[src/rtl/seqdiv_pkg.sv]
package seqdiv_pkg;

  typedef enum logic [2:0] {
    ST_IDLE    = 3'd0,
    ST_FIX_IN  = 3'd1,
    ST_STEP    = 3'd2,
    ST_FIX_OUT = 3'd3,
    ST_OUT     = 3'd4
  } seqdiv_state_e;

endpackage

[src/rtl/seqdiv_width_probe.sv]
// Finds how many loop passes a dividend needs, from its leading fill.
module seqdiv_width_probe #(
  parameter int WIDTH = 32,
  parameter int CHUNK = 8
) (
  input  logic [WIDTH-1:0]              value,
  input  logic                          sgn,
  output logic [$clog2(WIDTH+1)-1:0]    iters
);
  localparam int NCH = WIDTH / CHUNK;
  localparam int CW  = $clog2(WIDTH+1);

  logic [NCH-2:0] fits;

  generate
    for (genvar n = 1; n < NCH; n++) begin : g_tier
      logic fill_sgn;
      logic fill_uns;
      // two's complement fit: the top bits down to the new sign bit agree
      assign fill_sgn = (&value[WIDTH-1:n*CHUNK-1]) | ~(|value[WIDTH-1:n*CHUNK-1]);
      assign fill_uns = ~(|value[WIDTH-1:n*CHUNK]);
      assign fits[n-1] = sgn ? fill_sgn : fill_uns;
    end
  endgenerate

  always_comb begin
    iters = CW'(WIDTH);
    for (int n = NCH - 1; n >= 1; n--) begin
      if (fits[n-1]) iters = CW'(n * CHUNK + 1);
    end
  end
endmodule

[src/rtl/seqdiv_step.sv]
// One restoring pass: shift a dividend bit in, subtract when it fits.
module seqdiv_step #(
  parameter int WIDTH = 32
) (
  input  logic [WIDTH-1:0] part_rem,
  input  logic             in_bit,
  input  logic [WIDTH-1:0] dvsr,
  output logic [WIDTH-1:0] rem_nxt,
  output logic             q_bit
);
  logic [WIDTH:0]   trial;
  logic [WIDTH-1:0] low_diff;

  always_comb begin
    trial    = {part_rem, in_bit};
    q_bit    = (trial >= {1'b0, dvsr});
    low_diff = trial[WIDTH-1:0] - dvsr;
    rem_nxt  = q_bit ? low_diff : trial[WIDTH-1:0];
  end
endmodule

[src/rtl/seqdiv_cond_neg.sv]
// Two's complement negation under an enable.
module seqdiv_cond_neg #(
  parameter int WIDTH = 32
) (
  input  logic [WIDTH-1:0] v,
  input  logic             en,
  output logic [WIDTH-1:0] y
);
  assign y = en ? (~v + WIDTH'(1)) : v;
endmodule

[src/rtl/seqdiv_early.sv]
module seqdiv_early
  import seqdiv_pkg::*;
#(
  parameter int WIDTH = 32,
  parameter int CHUNK = 8
) (
  input  logic             clk,
  input  logic             rst,
  input  logic             start,
  input  logic             sgn_mode,
  input  logic [WIDTH-1:0] dividend,
  input  logic [WIDTH-1:0] divisor,
  output logic             busy,
  output logic             done,
  output logic [WIDTH-1:0] quotient,
  output logic [WIDTH-1:0] remainder
);
  localparam int CW = $clog2(WIDTH+1);
  localparam logic [CW-1:0] W_CNT = CW'(WIDTH);

  seqdiv_state_e    state;
  logic [WIDTH-1:0] a_raw, b_raw;
  logic             a_neg, b_neg, sgn_r, dz;
  logic             fq, fr;
  logic [CW-1:0]    cnt;
  logic [WIDTH-1:0] a_sh;
  logic [WIDTH-1:0] dv;
  logic [WIDTH-1:0] part;
  logic [WIDTH-1:0] quot_q, rem_q;
  logic             done_q;

  logic [CW-1:0]    probe_iters;
  logic [WIDTH-1:0] a_abs, b_abs, q_fixed, r_fixed;
  logic [WIDTH-1:0] rem_nxt;
  logic             q_bit;
  logic [WIDTH-1:0] q_next;
  logic             need_fix_in;
  logic             fix_q_nxt, fix_r_nxt;

  seqdiv_width_probe #(.WIDTH(WIDTH), .CHUNK(CHUNK)) u_probe (
    .value (dividend),
    .sgn   (sgn_mode),
    .iters (probe_iters)
  );

  seqdiv_cond_neg #(.WIDTH(WIDTH)) u_abs_a (.v(a_raw), .en(a_neg), .y(a_abs));
  seqdiv_cond_neg #(.WIDTH(WIDTH)) u_abs_b (.v(b_raw), .en(b_neg), .y(b_abs));
  seqdiv_cond_neg #(.WIDTH(WIDTH)) u_fix_q (.v(a_sh),  .en(fq),    .y(q_fixed));
  seqdiv_cond_neg #(.WIDTH(WIDTH)) u_fix_r (.v(part),  .en(fr),    .y(r_fixed));

  seqdiv_step #(.WIDTH(WIDTH)) u_step (
    .part_rem (part),
    .in_bit   (a_sh[WIDTH-1]),
    .dvsr     (dv),
    .rem_nxt  (rem_nxt),
    .q_bit    (q_bit)
  );

  always_comb begin
    q_next      = {a_sh[WIDTH-2:0], q_bit};
    need_fix_in = sgn_mode & (dividend[WIDTH-1] | divisor[WIDTH-1]);
    fix_q_nxt   = sgn_r & ~dz & (a_neg ^ b_neg) & (|q_next);
    fix_r_nxt   = sgn_r & ~dz & a_neg & (|rem_nxt);
  end

  always_ff @(posedge clk) begin
    if (rst) begin
      state  <= ST_IDLE;
      a_raw  <= '0;
      b_raw  <= '0;
      a_neg  <= 1'b0;
      b_neg  <= 1'b0;
      sgn_r  <= 1'b0;
      dz     <= 1'b0;
      fq     <= 1'b0;
      fr     <= 1'b0;
      cnt    <= '0;
      a_sh   <= '0;
      dv     <= '0;
      part   <= '0;
      quot_q <= '0;
      rem_q  <= '0;
      done_q <= 1'b0;
    end else begin
      done_q <= 1'b0;
      case (state)
        ST_IDLE: begin
          if (start) begin
            a_raw <= dividend;
            b_raw <= divisor;
            sgn_r <= sgn_mode;
            a_neg <= sgn_mode & dividend[WIDTH-1];
            b_neg <= sgn_mode & divisor[WIDTH-1];
            dz    <= (divisor == '0);
            cnt   <= probe_iters;
            part  <= '0;
            if (need_fix_in) begin
              state <= ST_FIX_IN;
            end else begin
              a_sh  <= dividend << (W_CNT - probe_iters);
              dv    <= divisor;
              state <= ST_STEP;
            end
          end
        end
        ST_FIX_IN: begin
          a_sh  <= a_abs << (W_CNT - cnt);
          dv    <= b_abs;
          state <= ST_STEP;
        end
        ST_STEP: begin
          a_sh <= q_next;
          part <= rem_nxt;
          cnt  <= cnt - CW'(1);
          if (cnt == CW'(1)) begin
            fq    <= fix_q_nxt;
            fr    <= fix_r_nxt;
            state <= (fix_q_nxt | fix_r_nxt) ? ST_FIX_OUT : ST_OUT;
          end
        end
        ST_FIX_OUT: begin
          a_sh  <= q_fixed;
          part  <= r_fixed;
          state <= ST_OUT;
        end
        ST_OUT: begin
          quot_q <= dz ? '1 : a_sh;
          rem_q  <= dz ? a_raw : part;
          done_q <= 1'b1;
          state  <= ST_IDLE;
        end
        default: state <= ST_IDLE;
      endcase
    end
  end

  assign busy      = (state != ST_IDLE);
  assign done      = done_q;
  assign quotient  = quot_q;
  assign remainder = rem_q;
endmodule

[config.mk]
export PLATFORM = sky130hd
export DESIGN_NAME = seqdiv_early
export DESIGN_NICKNAME = d
export VERILOG_FILES = /design/src/rtl/seqdiv_pkg.sv /design/src/rtl/seqdiv_width_probe.sv /design/src/rtl/seqdiv_step.sv /design/src/rtl/seqdiv_cond_neg.sv /design/src/rtl/seqdiv_early.sv
export SDC_FILE = /design/constraint.sdc
export NUM_CORES = 1
export LEC_CHECK = 0
export BUFFER_PORTS_ARGS = -buffer_cell sky130_fd_sc_hd__buf_2
export CAP_MARGIN = 20
export CORE_UTILIZATION = 45
export CTS_CLUSTER_DIAMETER = 30
export DETAILED_ROUTE_END_ITERATION = 10
export GPL_TIMING_DRIVEN = 1
export PLACE_DENSITY = 0.74
export SLEW_MARGIN = 20
export SYNTH_ARGS = -nofsm -noshare
export SYNTH_HDL_FRONTEND = slang
export SYNTH_SLANG_ARGS = --single-unit
[constraint.sdc]
create_clock -name clk -period 5.1 [get_ports clk]
set_clock_uncertainty 0.1 [all_clocks]
set_input_delay 0.51 -clock clk [delete_from_list [all_inputs] [get_ports clk]]
set_output_delay 0.51 -clock clk [all_outputs]
set_load 0.01 [all_outputs]
Yosys cells after proc, flatten, opt, wreduce, memory -nomap -nowiden --
Index checks and enable logic that the tools add are counted.
Storage, ports and cells: flip-flop bits (word level) 240, bits in latches 0, bits in writable memories 0, memory bits (read-only) 0, bits of input ports 68, output and inout port bits 66, logic and storage cells 116, memories 0
Operators by class: add/sub/neg operators 8, multipliers 0, div/mod/pow operators 0, order comparisons 1, eq/ne operators 10, shifts and indexed selects 2, mux-type cells 29, bitwise operators 25, reduce and logical (&&, ||, !) cells 25
Operators with widths (number):
- $mux W32 | 12
- $add A32 B1 Y32 const B | 4
- $not A32 Y32 | 4
- $pmux W32 S4 | 1
- $pmux W32 S3 | 1
- $pmux W32 S2 | 1
- $reduce_or A32 Y1 | 2
- $shl A32 B6 Y32 | 2
- $ge A33 B32 Y1 | 1
- $logic_not A32 Y1 | 1
- $sub A32 B32 Y32 | 1
- $reduce_and A25 Y1 | 1
- $reduce_or A25 Y1 | 1
- $mux W6 | 4
- $reduce_or A24 Y1 | 1
- $reduce_and A17 Y1 | 1
- $reduce_or A17 Y1 | 1
- $reduce_or A16 Y1 | 1
- $pmux W3 S4 | 1
- $pmux W6 S2 | 1
- $sub A6 B6 Y6 const A | 2
- $ne A2 B2 Y1 const B | 5
- $mux W3 | 3
- $reduce_and A9 Y1 | 1
- 20 further kinds | 47

Depth between registers and ports, before layout --
Gate-level depths: netlist (run 1).
depth in word-level cells 12, gate-level depth with buffers 16, mapped depth without buffers 13

Modules after synthesis --
From an unflattened synthesis (run 1), not the netlist that was laid out.
Unflattened totals: cells, all modules 2434, area total of the unflattened synthesis 19343.6 sq um
By module, submodules not included:
- seqdiv_early | times used 1, cells an instance 1658, area an instance 13829.5 sq um, sequential area each 4804.6 sq um
- seqdiv_cond_neg | times used 4, cells an instance 99, area an instance 777.0 sq um, sequential area each 0.0 sq um
- seqdiv_step | times used 1, cells an instance 351, area an instance 2222.1 sq um, sequential area each 0.0 sq um
- seqdiv_width_probe | times used 1, cells an instance 29, area an instance 183.9 sq um, sequential area each 0.0 sq um

Least setup slack after synthesis (run 1) --
OpenSTA, ideal clock, no wires.
path kind flip-flop to flip-flop, start reg cnt[0], end reg a_sh[20], library setup time 0.101 ns, arrival time 3.552 ns, data required time 4.899 ns, setup slack 1.347 ns, cell stages (with the launch flop) 13, path buffers 5, clock period less this slack 3.753 ns, cells stage by stage dfxtp_1 > inv_1 > clkbuf_1 > clkbuf_1 > ha_1 > clkbuf_1 > inv_1 > buf_1 > clkbuf_1 > mux4_2 > a21boi_0 > a221oi_1 > o41ai_1
On the way: word-level cells in the longest chain between the ends 3
RTL lines:
- start: declaration | RTL line seqdiv_early.sv:25 | logic [CW-1:0] cnt;
- start signal: assignment | RTL line seqdiv_early.sv:95 | cnt <= probe_iters;
- start signal: assignment | RTL line seqdiv_early.sv:114 | cnt <= cnt - CW'(1);
- $sub A6 B6 Y6 | RTL line seqdiv_early.sv:107 | a_sh <= a_abs << (W_CNT - cnt);
- $shl A32 B6 Y32 | RTL line seqdiv_early.sv:107
- $pmux W32 S4 | RTL line seqdiv_early.sv:86 | case (state)
- end signal: assignment | RTL line seqdiv_early.sv:100 | a_sh <= dividend << (W_CNT - probe_iters);
- end signal: assignment | RTL line seqdiv_early.sv:107
- end signal: assignment | RTL line seqdiv_early.sv:112 | a_sh <= q_next;
- end: declaration | RTL line seqdiv_early.sv:26 | logic [WIDTH-1:0] a_sh;
No other way between the ends. A chain may end at the register's enable or synchronous reset.

Worst setup path after layout (run 1) --
start reg part[9], end reg part[16]
On the way: word-level cells in the longest chain between the ends 4, elaborated cells on any way between the ends 7, those cells by class add/sub: 2; order compare: 1; mux: 3; bitwise: 1
RTL lines:
- start: declaration | RTL line seqdiv_early.sv:28 | logic [WIDTH-1:0] part;
- start signal: assignment | RTL line seqdiv_early.sv:113 | part <= rem_nxt;
- start signal: assignment | RTL line seqdiv_early.sv:123 | part <= r_fixed;
- $not A32 Y32 | RTL line seqdiv_cond_neg.sv:9 | assign y = en ? (~v + WIDTH'(1)) : v;
- $add A32 B1 Y32 | RTL line seqdiv_cond_neg.sv:9
- $mux W32 | RTL line seqdiv_cond_neg.sv:9
- $pmux W32 S3 (*) | RTL line seqdiv_early.sv:86
Every way passes the cells marked *; elsewhere a longest branch is shown, timed or not. The select of a mux whose other input is x is not followed.

==> results.sh, run 1 <==
export IMPL_dp_slack_ps=881
export IMPL_syn_cell_area_mm2=0.0181
export IMPL_syn_inst=2483
export IMPL_synth_edf_count=0
export IMPL_max_freq_mhz=230
export IMPL_final_cells=3082
export IMPL_setup_worst_path_start_class="flip-flop"
export IMPL_postCtsResizedCells=0
export IMPL_fill_cells=3852
export IMPL_placed_area_mm2=0.0190
export IMPL_hp_start="divisor[26]"
export IMPL_crit_required_ps=5440
export IMPL_slew_viol_final=0
export IMPL_finalHoldViolCount=0
export IMPL_grt_pass1_vias=18900
export IMPL_fin_setup_tns_ps=0
export IMPL_clock_sinks=240
export IMPL_worst_slack_ps=749
export IMPL_cp_arrival_ps=4690
export IMPL_drt_initial_drc_count=2293
export IMPL_yosysWarnings=0
export IMPL_dpl_cell_count=2976
export IMPL_cts_tree="yes"
export IMPL_syn_to_final_growth_pct=16.4
export IMPL_die_w_um=202
export IMPL_grt_pass1_wl_um=115000
export IMPL_worst_hold_path_type="input port to flip-flop"
export IMPL_setup_viol=0
export IMPL_drt_wirelength_per_cell_um=24.7
export IMPL_yosys_most_used_dff="dfxtp_1"
export IMPL_finalInstanceArea_mm2=0.0210
export IMPL_tightest_slew_ps=1170
export IMPL_syn_num_nets=2590
export IMPL_power_density_mw_per_mm2=548
export IMPL_core_mm2=0.0396
export IMPL_yosysTopAreaCell="dfxtp_1"
export IMPL_power_total_mw=11.5
export IMPL_place_congestion=1.03
export IMPL_die_h_um=202
export IMPL_ant_nets=0
export IMPL_cp_startpoint="part[9]$_SDFFE_PP0P_"
export IMPL_rows=73
export IMPL_antenna_found_initial=1
export IMPL_dp_hpwl_um=56900
export IMPL_ys_ff_latch=240
export IMPL_drt_pass1_iter_count=6
export IMPL_synthTopCellsByArea="dfxtp_1 (27%), nand2_1 (6.6%), a21oi_1 (5.8%), nor2_1 (5.7%), mux2i_1 (5.4%)"
export IMPL_cts_made_buffers=56
export IMPL_avgSynthCellArea_um2=7.28
export IMPL_drive_above_1_share_pct=14.1
export IMPL_htree_levels=2
export IMPL_ios=134
export IMPL_rr_startpoint="part[9]$_SDFFE_PP0P_"
export IMPL_crit_type="flip-flop to flip-flop"
export IMPL_die_area_mm2=0.0410
export IMPL_yosysSeqAreaShare_pct=26.6
export IMPL_vdd_drop_max_v=0.000415
export IMPL_path_clk_slew_ps=50
export IMPL_post_cts_setup_buffer_count=0
export IMPL_wl_um=76200
export IMPL_rsz0062_at_grt="false"
export IMPL_period_minus_slack_ps=4350
export IMPL_clk_latency_ps=590
export IMPL_drcViolationCount=0
export IMPL_grt_max_degree=111
export IMPL_grt_total_usage_pct=36.1
export IMPL_fin_nets=2616
export IMPL_initial_core_util_pct=45.6
export IMPL_port_buffers=133
export IMPL_end_kind="flip-flop"
export IMPL_grt_overflow=0
export IMPL_ctsHoldBuffers=0
export IMPL_yosysTopAreaCellShare_pct=26.6
export IMPL_post_route_period_util_pct=85.3
export IMPL_relSlewSlack_pct=22.0
export IMPL_cts_root_buffer="clkbuf_16"
export IMPL_cap_violations=0
export IMPL_clockBufferDepth=3
export IMPL_status="completed"
export IMPL_vias=20300
export IMPL_async_reset_ff_share_pct=0
export IMPL_p_leak_nw=8.04
export IMPL_via_per_inst=6.60
export IMPL_path_max_fanout=39
export IMPL_netlist_cell_type_count=88
## layout by cell type, fill, tap and decap left out, drive strengths merged, types with 64 or more instances in the layout
cell type and instances:
dfxtp 240, a21oi 209, inv 65, o21ai 119, mux2i 98, nor2 275, clkbuf 64, nand2 318
a211oi 64, nor3 131, buf 185
## flip-flops by register name, summed over array words and instances, names as in the netlist
| signal | cells |
|---|---|
| a_raw | 32 |
| a_sh | 32 |
| b_raw | 32 |
| dv | 32 |
| part | 32 |
| quotient | 32 |
| remainder | 32 |
| cnt | 6 |
| state | 3 |
| a_neg | 1 |
| b_neg | 1 |
| done | 1 |
| dz | 1 |
| fq | 1 |
| fr | 1 |
| sgn_r | 1 |
## layout make-up
type | count | area [um2] | area share [%]
multi-input combinational | 1964 | 12300 | 58.3
clock inverter | 41 | 533 | 2.53
tap | 525 | 657 | 3.12
antenna | 1 | 2.50 | 0.0119
clock buffer | 64 | 1480 | 7.04
sequential | 240 | 4810 | 22.9
timing repair buffer | 185 | 1060 | 5.05
inverter | 62 | 233 | 1.11
## critical path: stages (launching register included)
cell and delay, ps:
dfxtp_1 580, ha_1 440, a21o_1 240, a311oi_1 280, o31ai_1 220, o311ai_1 580
and2_2 780, buf_4 360, mux2i_1 220, o32ai_1 110, a22oi_1 230, nor2_1 50
## worst paths after layout
path,to,slack [ps],cells past startpoint
setup / recovery,part[16]$_SDFFE_PP0P_,750,11
hold / removal,b_raw[26]$_SDFFE_PP0P_,90,3
setup reg to reg,part[16]$_SDFFE_PP0P_,750,11
hold reg to reg,dv[3]$_SDFFE_PP0P_,350,2
## stage by stage
stage                     hold slack [ps]  utilization, %
after floorplan                       332               -
after global placement                343            48.0
after detailed placement              347            48.0
after CTS                            65.5            53.1
after global routing                 77.2            53.1
final                                87.7            53.1
## synthesized netlist by cell type (all sizes together) (36+ instances only)
master  count
nor4       49
xor2       47
nand2     318
a21oi     209
ha         38
nor2      275
o21ai     119
xnor2      60
dfxtp     240
a211oi     64
a221oi     36
nor3      131
inv        62
mux2i      98
clkbuf    189
## report_power, final
part / leakage, nW / internal, mW / total (mW) / switching (mW)
logic: 5.13 / 1.89 / 5.33 / 3.44
clock network: 0.953 / 2.55 / 3.77 / 1.22
registers: 1.96 / 2.08 / 2.44 / 0.360
## metal layers
layer | vias to the layer above | GRT usage, % | wire length (um)
met2 | 1149 | 58.0 | 34700
met4 | 0 | 24.8 | 5690
met5 | - | 0 | 0
li1 | 9255 | - | -
met1 | 9651 | 44.0 | 29300
met3 | 274 | 6.47 | 6450
## kinds of logic after synthesis
family,share of synthesized area [%]
adders and majority gates,2.74
and+or+nand+nor,25.6
buffers and inverters,5.92
AOI/OAI and AO/OA,26.6
DFF,26.6
muxes,7.33
xor gates and xnor gates,5.18
(Power assumes the default switching activity.)
==> inputs of run 2 (changes only) <==
--- a/config.mk
+++ b/config.mk
@@ -11,8 +11,9 @@
 export CTS_CLUSTER_DIAMETER = 30
 export DETAILED_ROUTE_END_ITERATION = 10
 export GPL_TIMING_DRIVEN = 1
-export PLACE_DENSITY = 0.74
+export PLACE_DENSITY = 0.73
 export SLEW_MARGIN = 20
 export SYNTH_ARGS = -nofsm -noshare
 export SYNTH_HDL_FRONTEND = slang
+export SYNTH_HIERARCHICAL = 1
 export SYNTH_SLANG_ARGS = --single-unit
==> results.sh, run 2 <==
export IMPL_port_buffers=133
export IMPL_final_util_pct=53.0
export IMPL_p_leak_nw=8.19
export IMPL_clk_latency_ps=630
export IMPL_antenna_found_initial=0
export IMPL_place_congestion=1.01
export IMPL_hold_worst_slack_ps=42.4
export IMPL_num_antenna_cells=0
export IMPL_rrSetupSlack_ps=460
export IMPL_grt_max_degree=97
export IMPL_drt_wirelength_per_cell_um=22.5
export IMPL_grtUsageMet3_pct=7.53
export IMPL_seqPwrFrac_pct=25.5
export IMPL_core_mm2=0.0421
export IMPL_timing_rr_end="state[1]$_SDFFE_PP0P_"
export IMPL_fin_setup_tns_ps=0
export IMPL_cp_arrival_ps=5030
export IMPL_fin_nets=2589
export IMPL_cp_startpoint="part[2]$_SDFFE_PP0P_"
export IMPL_rr_startpoint="part[2]$_SDFFE_PP0P_"
export IMPL_grt_overflow=0
export IMPL_path_depth=14
export IMPL_drive_above_1_share_pct=17.4
export IMPL_netlist_cell_type_count=100
export IMPL_worst_slack_ps=457
export IMPL_syn_inst=2434
export IMPL_via_per_inst=6.39
export IMPL_drt_pass1_iter_count=6
export IMPL_path_max_fanout=9
export IMPL_reg2reg_depth=14
export IMPL_mostFrequentLayoutCells="nand2_1 (288), nor2_1 (266), dfxtp_1 (237), mux2i_1 (174), a21oi_1 (137)"
export IMPL_synthTopCellsByArea="dfxtp_1 (25%), mux2i_1 (9.0%), xnor2_1 (6.0%), nand2_1 (5.6%), nor2_1 (5.2%)"
export IMPL_tightest_slew_ps=1030
export IMPL_clock_sinks=240
export IMPL_layout_commonest_cell="nand2_1"
export IMPL_htree_levels=2
export IMPL_drt_initial_drc_count=2356
export IMPL_worst_hold_path_type="input port to flip-flop"
export IMPL_yosysTopAreaCell="dfxtp_1"
export IMPL_path_common_cell="o31ai_1"
export IMPL_power_frac_comb_pct=34.8
export IMPL_relSlewSlack_pct=31.1
export IMPL_path_cells="ha_1 -> o2111ai_1 -> a2111oi_2 -> nor2_2 -> a311o_1 -> and2_1 -> o31ai_1 -> o31ai_1 -> nor4_1 -> nand4_1 -> o211ai_1 -> a21oi_1 -> o21ai_0 -> o31ai_1"
export IMPL_dp_slack_ps=511
export IMPL_crit_end="state[1]$_SDFFE_PP0P_"
export IMPL_cts_root_buffer="clkbuf_16"
export IMPL_setup_worst_path_start_class="flip-flop"
export IMPL_cts_tree="yes"
export IMPL_rows=75
export IMPL_die_w_um=209
export IMPL_period_minus_slack_ps=4640
export IMPL_yosys_top_cells_count="nand2_1 (289), nor2_1 (267), dfxtp_1 (240), mux2i_1 (174), a21oi_1 (137)"
export IMPL_syn_to_final_growth_pct=15.5
export IMPL_post_synth_top_count_cell="nand2_1"
export IMPL_ctsHoldBuffers=0
export IMPL_syn_cell_area_mm2=0.0193
export IMPL_post_route_period_util_pct=91.0
export IMPL_yosys_most_used_dff="dfxtp_1"
export IMPL_post_cts_setup_buffer_count=0
export IMPL_cts_made_buffers=57
export IMPL_slew_viol_final=0
export IMPL_grt_util_met2_pct=44.1
export IMPL_wl_um=69100
export IMPL_path_delay_family="compound AO/OA/AOI/OAI gates"
export IMPL_clockPowerShare_pct=39.7
export IMPL_grt_pass1_wl_um=107000
export IMPL_crit_type="flip-flop to flip-flop"
export IMPL_drcViolationCount=0
export IMPL_die_area_mm2=0.0438
export IMPL_yosysSeqAreaShare_pct=24.8
export IMPL_grt_total_usage_pct=30.9
export IMPL_crit_required_ps=5490
export IMPL_busiest_layer="met1"
export IMPL_dp_hpwl_um=51400
export IMPL_async_reset_ff_share_pct=0
export IMPL_postCtsResizedCells=0
export IMPL_yosysWarnings=6
export IMPL_synth_edf_count=0
export IMPL_max_freq_mhz=215
export IMPL_rsz0062_at_grt="false"
export IMPL_crit_buf_inv=0
export IMPL_initial_core_util_pct=45.9
export IMPL_ios=134
export IMPL_clockBufferDepth=3
export IMPL_cap_violations=0
export IMPL_use_met1_pct=44.7
export IMPL_die_h_um=209
export IMPL_yosysTopAreaCellShare_pct=24.8
export IMPL_vias=19600
export IMPL_p_switching_mw=3.78
export IMPL_end_kind="flip-flop"
export IMPL_grt_pass1_vias=18100
export IMPL_vdd_drop_max_v=0.000312
export IMPL_ant_nets=0
export IMPL_fill_cells=3891
export IMPL_finalHoldViolCount=0
export IMPL_critPathMaxStageDelay_ps=560
export IMPL_ys_ff_latch=240
export IMPL_power_density_mw_per_mm2=441
export IMPL_crit_slowest_cell="a2111oi_2"
export IMPL_switching_share_pct=38.3
export IMPL_p_int_mw=6.07
export IMPL_status="completed"
export IMPL_avgSynthCellArea_um2=7.95
export IMPL_setup_viol=0
export IMPL_path_clk_slew_ps=50
run 2: cell types whose count changed after synthesis, sizes merged, moves of 38 or more:
cell	change
xnor2	+73
clkbuf	-73
buf	+38
a21oi	-70
mux2i	+76
mux2	+50
run 2: per-layer routing:
layer	share of wire [%]	vias to the layer above	wire (um)
li1	-	9085	-
met1	44	9269	30500
met2	41	1085	28500
met3	11	152	7770
met4	3.3	0	2270
met5	0	-	0
run 2: metrics by stage:
stage	instances	area, um2	total power, mW
final	3065	22300	9.85
after floorplan	2435	19300	4.90
after detailed placement	2961	20200	5.85
after global routing	3065	22300	10.3
after global placement	2961	20200	5.79
after CTS	3065	22300	9.78
run 2: final cells by class:
class | instances | area (um2) | share of cell area [%]
Tap cell | 539 | 674 | 3.02
Multi-Input combinational cell | 1959 | 13600 | 60.9
Timing Repair Buffer | 169 | 955 | 4.27
Inverter | 54 | 203 | 0.908
Sequential cell | 240 | 4810 | 21.5
Clock buffer | 72 | 1550 | 6.96
Clock inverter | 32 | 538 | 2.41
run 2: worst min-delay path by stage:
stage / start / end / slack [ps] / cells after the start
after floorplan: sgn_r$_SDFFE_PP0P_ / sgn_r$_SDFFE_PP0P_ / 330 / 2
after global placement: b_neg$_SDFFE_PP0P_ / b_neg$_SDFFE_PP0P_ / 340 / 2
after detailed placement: b_neg$_SDFFE_PP0P_ / b_neg$_SDFFE_PP0P_ / 340 / 2
after CTS: divisor[11] / b_raw[11]$_SDFFE_PP0P_ / 10 / 3
after global routing: divisor[11] / b_raw[11]$_SDFFE_PP0P_ / 30 / 3
final: divisor[17] / b_raw[17]$_SDFFE_PP0P_ / 40 / 3
run 2: power groups by stage:
stage | clock network [mW] | registers (mW) | logic [mW]
global placement | 0 | 2.52 | 3.27
detailed placement | 0 | 2.53 | 3.32
global route | 4.05 | 2.54 | 3.69
finish | 3.91 | 2.51 | 3.43
floorplan | 0 | 2.39 | 2.51
CTS | 3.94 | 2.50 | 3.34
run 2: tightest hold or removal path: cells and delay by family:
kind,cells,cell delay (ps)
and+or+nand+nor,1,50
AOI/OAI and AO/OA,1,50
buffers and inverters,1,110
run 2: logic make-up after synthesis:
group / count (synthesis) / synth area share [%]
and+or+nand+nor: 894 / 22.8
other: 1 / 0.0194
buffers and inverters: 236 / 5.08
xor gates and xnor gates: 154 / 7.01
AOI/OAI and AO/OA: 607 / 21.9
adders and majority gates: 40 / 2.63
DFF: 240 / 24.8
muxes: 262 / 15.8
